File: src/rtl/svc_wdog_pkg.sv
package svc_wdog_pkg;
  localparam logic [7:0] SVC_KEY_FIRST  = 8'h1E;
  localparam logic [7:0] SVC_KEY_SECOND = 8'hE1;

  typedef enum logic {
    KEY_WAIT  = 1'b0,
    KEY_ARMED = 1'b1
  } key_state_t;

  function automatic logic is_byte(input logic [7:0] d, input logic [7:0] k);
    return d == k;
  endfunction
endpackage

File: src/rtl/svc_wdog_keyseq.sv
module svc_wdog_keyseq
  import svc_wdog_pkg::*;
#(
  parameter logic [7:0] KEY_A = SVC_KEY_FIRST,
  parameter logic [7:0] KEY_B = SVC_KEY_SECOND
) (
  input  logic       clk,
  input  logic       rst_n,
  input  logic       block,
  input  logic       wr_en,
  input  logic [7:0] wr_data,
  output logic       kick
);
  key_state_t state_q;
  logic       wr_live;
  logic       saw_first;
  logic       saw_second;

  assign wr_live    = wr_en && !block;
  assign saw_first  = is_byte(wr_data, KEY_A);
  assign saw_second = is_byte(wr_data, KEY_B);
  assign kick       = wr_live && saw_second && (state_q == KEY_ARMED);

  always_ff @(posedge clk or negedge rst_n) begin
    if (!rst_n)
      state_q <= KEY_WAIT;
    else if (block)
      state_q <= KEY_WAIT;
    else if (wr_live)
      state_q <= saw_first ? KEY_ARMED : KEY_WAIT;
  end

  AST_ARM_NEEDS_FIRST: assert property (@(posedge clk) disable iff (!rst_n)
    $rose(state_q == KEY_ARMED) |-> $past(wr_en && wr_data == KEY_A && !block));

  AST_BLOCK_DISARMS: assert property (@(posedge clk) disable iff (!rst_n)
    block |=> state_q == KEY_WAIT);
endmodule

File: src/rtl/svc_wdog_count.sv
module svc_wdog_count #(
  parameter int CNT_W = 14
) (
  input  logic             clk,
  input  logic             rst_n,
  input  logic             tick,
  input  logic             pdown,
  input  logic             kick,
  input  logic             hold,
  output logic             expire,
  output logic [CNT_W-1:0] count
);
  localparam logic [CNT_W-1:0] TOP = {CNT_W{1'b1}};

  function automatic logic [CNT_W-1:0] step(input logic [CNT_W-1:0] c);
    return c + {{(CNT_W-1){1'b0}}, 1'b1};
  endfunction

  logic advance;
  assign advance = tick && !pdown;
  assign expire  = (count == TOP);

  always_ff @(posedge clk or negedge rst_n) begin
    if (!rst_n)
      count <= '0;
    else if (hold || expire || kick)
      count <= '0;
    else if (advance)
      count <= step(count);
  end

  AST_TICK_STEP: assert property (@(posedge clk) disable iff (!rst_n)
    (tick && !pdown && !kick && !hold && count != TOP) |=> count == $past(count) + 1'b1);

  AST_PDOWN_FREEZE: assert property (@(posedge clk) disable iff (!rst_n)
    (pdown && !kick && !hold && count != TOP) |=> $stable(count));

  AST_NO_TICK_HOLD: assert property (@(posedge clk) disable iff (!rst_n)
    (!tick && !kick && !hold && count != TOP) |=> $stable(count));

  AST_KICK_CLEARS: assert property (@(posedge clk) disable iff (!rst_n)
    kick |=> count == '0);
endmodule

File: src/rtl/svc_wdog_pulse.sv
module svc_wdog_pulse #(
  parameter int RST_LEN = 8
) (
  input  logic clk,
  input  logic rst_n,
  input  logic fire,
  output logic active
);
  localparam int PW = $clog2(RST_LEN + 1);
  localparam logic [PW-1:0] LOAD = PW'(RST_LEN);

  logic [PW-1:0] left_q;

  assign active = (left_q != '0);

  always_ff @(posedge clk or negedge rst_n) begin
    if (!rst_n)
      left_q <= '0;
    else if (fire && !active)
      left_q <= LOAD;
    else if (active)
      left_q <= left_q - 1'b1;
  end

  AST_PULSE_START: assert property (@(posedge clk) disable iff (!rst_n)
    (fire && !active) |=> active);

  AST_PULSE_WINDOW: assert property (@(posedge clk) disable iff (!rst_n)
    $rose(active) |-> left_q == LOAD);
endmodule

File: src/rtl/svc_watchdog.sv
module svc_watchdog
  import svc_wdog_pkg::*;
#(
  parameter int CNT_W   = 14,
  parameter int RST_LEN = 8
) (
  input  logic       clk,
  input  logic       rst_n,
  input  logic       mc_tick,
  input  logic       wr_en,
  input  logic [7:0] wr_data,
  input  logic       idle_mode,
  input  logic       pdown_mode,
  output logic       rst_req
);
  logic             kick;
  logic             expire;
  logic [CNT_W-1:0] count;
  logic             idle_seen;

  assign idle_seen = idle_mode;

  svc_wdog_keyseq #(
    .KEY_A(SVC_KEY_FIRST),
    .KEY_B(SVC_KEY_SECOND)
  ) u_key (
    .clk    (clk),
    .rst_n  (rst_n),
    .block  (rst_req),
    .wr_en  (wr_en),
    .wr_data(wr_data),
    .kick   (kick)
  );

  svc_wdog_count #(.CNT_W(CNT_W)) u_cnt (
    .clk   (clk),
    .rst_n (rst_n),
    .tick  (mc_tick),
    .pdown (pdown_mode),
    .kick  (kick),
    .hold  (rst_req),
    .expire(expire),
    .count (count)
  );

  svc_wdog_pulse #(.RST_LEN(RST_LEN)) u_pls (
    .clk   (clk),
    .rst_n (rst_n),
    .fire  (expire),
    .active(rst_req)
  );

  AST_EXPIRE_RESETS: assert property (@(posedge clk) disable iff (!rst_n)
    expire |=> rst_req);

  AST_HOLD_ZERO: assert property (@(posedge clk) disable iff (!rst_n)
    rst_req |-> count == '0);

  AST_IDLE_COUNTS: assert property (@(posedge clk) disable iff (!rst_n)
    (idle_seen && mc_tick && !pdown_mode && !rst_req && !expire && !kick)
      |=> count == $past(count) + 1'b1);
endmodule

File: config.mk
export PLATFORM = sky130hd
export DESIGN_NAME = svc_watchdog
export DESIGN_NICKNAME = d
export VERILOG_FILES = /design/src/rtl/svc_wdog_pkg.sv /design/src/rtl/svc_wdog_keyseq.sv /design/src/rtl/svc_wdog_count.sv /design/src/rtl/svc_wdog_pulse.sv /design/src/rtl/svc_watchdog.sv
export SDC_FILE = /design/constraint.sdc
export NUM_CORES = 1
export LEC_CHECK = 0
export ABC_AREA = 0
export BUFFER_PORTS_ARGS = -buffer_cell sky130_fd_sc_hd__buf_2
export CAP_MARGIN = 20
export CORE_MARGIN = 4
export CORE_UTILIZATION = 50
export DETAILED_ROUTE_END_ITERATION = 6
export MAX_ROUTING_LAYER = met4
export PLACE_DENSITY = 0.71
export REMOVE_ABC_BUFFERS = 1
export SETUP_SLACK_MARGIN = 0.3
export SYNTH_ARGS = -nofsm -noshare
export SYNTH_HDL_FRONTEND = slang
export SYNTH_HIERARCHICAL = 1
export SYNTH_SLANG_ARGS = --single-unit
File: constraint.sdc
create_clock -name clk -period 4.5 [get_ports clk]
set_input_delay 0.675 -clock clk [delete_from_list [all_inputs] [get_ports clk]]
set_output_delay 0.675 -clock clk [all_outputs]
set_load 0.01 [all_outputs]
==> flow_summary.yaml <==
status:
  status: "finished, final reports clean"
final_layout:
  multi_input_area_um2: 578
  num_antenna_cells: 0
  seq_area_um2: 475
  nNetsFinal: 139
  fill_cells: 194
  syn_to_final_growth_pct: 8.50
  layoutNonFillerInstCount: 148
  drive_gt1_share_pct: 19.0
worst_setup_path:
  path_max_fanout: 5
  cp.depth: 5
  crit_top_cell: "inv_1"
  crit_required_ps: 3830
  critPathBufInv: 3
  r2r_cells: 8
  crit_type: "reg -> out"
  crit_chain: "inv_1 > ha_1 > nor3b_1 > inv_1 > buf_2"
  cp_top_family: "simple AND/OR/NAND/NOR gates"
  worstPathArrival_ps: 1790
  cpMaxStageDelayCell: "nor3b_1"
  crit_path_start_kind: "flop"
  crit_path_end_kind: "output pin"
  cpPeakStageDelay_ps: 440
route:
  drt-total-wl_um: 1940
  drc: 0
  vias: 788
  wire_per_inst_um: 13.1
  dr.first_iter.drc_count: 6
  first_pass_iters: 2
  vias_per_cell: 5.32
  ant_nets: 0
timing:
  tns_ps: 0
  drv_slew: 0
  setup_viol: 0
  finalHoldViolCount: 0
  fmax_mhz: 406
  skew_ps: 5.93
  finalCritPeriodShare_pct: 54.7
  period_minus_slack_ps: 2460
  maxSlewHeadroom_pct: 65.2
  worst_pin_slew_ps: 522
  grt_setup_unrepaired: "no"
power_and_ir_drop:
  p_leak_nw: 0.580
  swShare_pct: 32.9
  pwr-share-seq_pct: 58.2
  power.density_nw_per_um2: 331
  comb_power_share_pct: 20.2
  peakVddDrop_mv: 0.200
  clock_power_share_pct: 21.6
  switching_power_mw: 0.130
  intPower_mw: 0.266
floorplanning:
  std_cell_rows: 16
  die_y_um: 55.0
  die_area_um2: 3020
  pin_count: 15
  start_util_pct: 54.6
  die_w_um: 55.0
  coreArea_um2: 2020
synth:
  yosys.area_share.simple_pct: 33.2
  syn_inst: 106
  syn-cell-area_um2: 1100
  ys_ff_latch: 19
  synthMuxAreaShare_pct: 2.72
  yosys-top-cells-area: "dfrtp_1, xnor2_1, nor2_1, nand4_4, ha_1"
  ys_warn_count: 6
  synth-adder-area-share_pct: 3.40
  yosysTopAreaCell: "dfrtp_1"
  async_flop_share_pct: 100
  synth_top_family_by_area: "simple AND/OR/NAND/NOR gates"
  synth_flop_cell: "dfrtp_1"
  synthDistinctLibCells: 33
  synth_enable_flop_cells: 0
  synth_compound_area_share_pct: 2.72
  synth.avg_cell_area_um2: 10.4
  synth-seq-area-share_pct: 43.1
  synth_xor_area_share_pct: 10.3
  synth_top_area_share_pct: 43.1
clock_tree:
  post_cts_buffers: 0
  postCtsHoldBufs: 0
  clk_latency_ps: 290
  cts.sinks: 19
  htreeDepth: 1
  cts_tree: "yes"
  clkTransAtPathRegs_ps: 110
  clockRootBuffer: "clkbuf_4"
  clockBufferDepth: 2
  cts_buffers: 3
  post_cts_resized: 0
grt:
  first_global_vias: 807
  grt_overflow_total: 0
  grtUsageTotal_pct: 15.3
  grt_first_pass_wirelength_um: 3220
  antenna_found_initial: 0
  grt_start_max_net_pins: 20
place:
  io_buffers: 13
  place_congestion: 0.720
  dpl.cell_count: 144
  hpwlAfterDp_um: 1490
job:
  maxCapViolations: 0
min_path:
  hp-class: "in -> async"
-- registers in the layout, indices dropped and copies added, names as in the netlist --
register / flops
u_cnt/count: 14
u_key/state_q: 1
u_pls/left_q: 4
-- cells in the final DEF (no fill, tap or decap), drive strengths merged --
cell type / Yosys / layout
dfrtp: 19 / 19
nor2: 19 / 19
buf: 2 / 13
xnor2: 12 / 12
nand2: 5 / 5
inv: 5 / 5
nor4: 5 / 5
nand3: 4 / 4
nor3: 4 / 4
nand2b: 4 / 4
clkbuf: 0 / 4
mux2i: 3 / 3
ha: 3 / 3
nand4: 2 / 2
or3: 2 / 2
nor2b: 2 / 2
nor4b: 2 / 2
nand4b: 1 / 1
nand3b: 1 / 1
xor2: 1 / 1
and4bb: 1 / 1
and3: 1 / 1
and4: 1 / 1
and4b: 1 / 1
a32o: 1 / 1
nor3b: 1 / 1
a21oi: 1 / 1
a221oi: 1 / 1
o21ai: 1 / 1
or2b: 1 / 1
-- stage by stage --
| step | total power [mW] | setup WS, ps | hold WS (ps) | instance area (um^2) | util, % |
|---|---|---|---|---|---|
| after floorplan | 0.283 | 2450 | 379 | 1070 | - |
| after global placement | 0.305 | 2210 | 489 | 1170 | 57.9 |
| after detailed placement | 0.314 | 2120 | 479 | 1170 | 57.9 |
| after CTS | 0.400 | 2000 | 303 | 1200 | 59.2 |
| after global routing | 0.418 | 1840 | 313 | 1200 | 59.2 |
| final | 0.396 | 2040 | 296 | 1200 | 59.2 |
-- logic make-up after synthesis --
kind of cell	Yosys count
simple gates	57
compound gates	4
flops	19
fa+ha+maj	3
buf+inv	7
xor+xnor	13
mux	3
-- worst paths after layout --
check,from,end,slack [ps]
max,u_pls/left_q[0]$_DFFE_PN0P_,rst_req,2040
min,rst_n,u_pls/left_q[2]$_DFFE_PN0P_,300
max reg2reg,u_pls/left_q[0]$_DFFE_PN0P_,u_cnt/count[11]$_DFFE_PN0P_,2150
min reg2reg,u_key/state_q$_DFFE_PN0P_,u_key/state_q$_DFFE_PN0P_,520
max in group asynchronous,rst_n,u_cnt/count[2]$_DFFE_PN0P_,3900
min in group clk,u_key/state_q$_DFFE_PN0P_,u_key/state_q$_DFFE_PN0P_,520
-- synthesized netlist by cell type (2+ instances only) --
cell and count:
nand2b_1 4, nand4_4 2, or3_1 2, inv_1 5
nor2b_1 2, dfrtp_1 19, ha_1 3, nor2_2 2
nand3_1 4, nor2_1 17, nor3_1 4, xnor2_1 12
nor4_1 4, nand2_1 5, mux2i_1 3
-- layout make-up --
class,count,share of cell area [%]
timing repair buffer,13,5.43
multi-input combinational,80,48.3
inverter,5,1.57
clock buffer,4,2.19
sequential,19,39.7
tap,27,2.82
-- power groups by stage --
stage / Combinational, mW / Sequential (mW) / Clock (mW)
global placement: 0.0746 / 0.231 / 0
detailed placement: 0.0799 / 0.234 / 0
floorplan: 0.0576 / 0.225 / 0
CTS: 0.0805 / 0.230 / 0.0891
finish: 0.0801 / 0.231 / 0.0857
global route: 0.0903 / 0.233 / 0.0952
-- metal layers --
| layer | wire length, um | share of wire (%) | GRT usage, % |
|---|---|---|---|
| met1 | 902 | 47 | 17.1 |
| met5 | 0 | 0 | - |
| met2 | 902 | 47 | 27.4 |
| met3 | 121 | 6.3 | 4.02 |
| met4 | 9 | 0.47 | 3.64 |
Note: power is estimated with default switching activity, not from simulation.
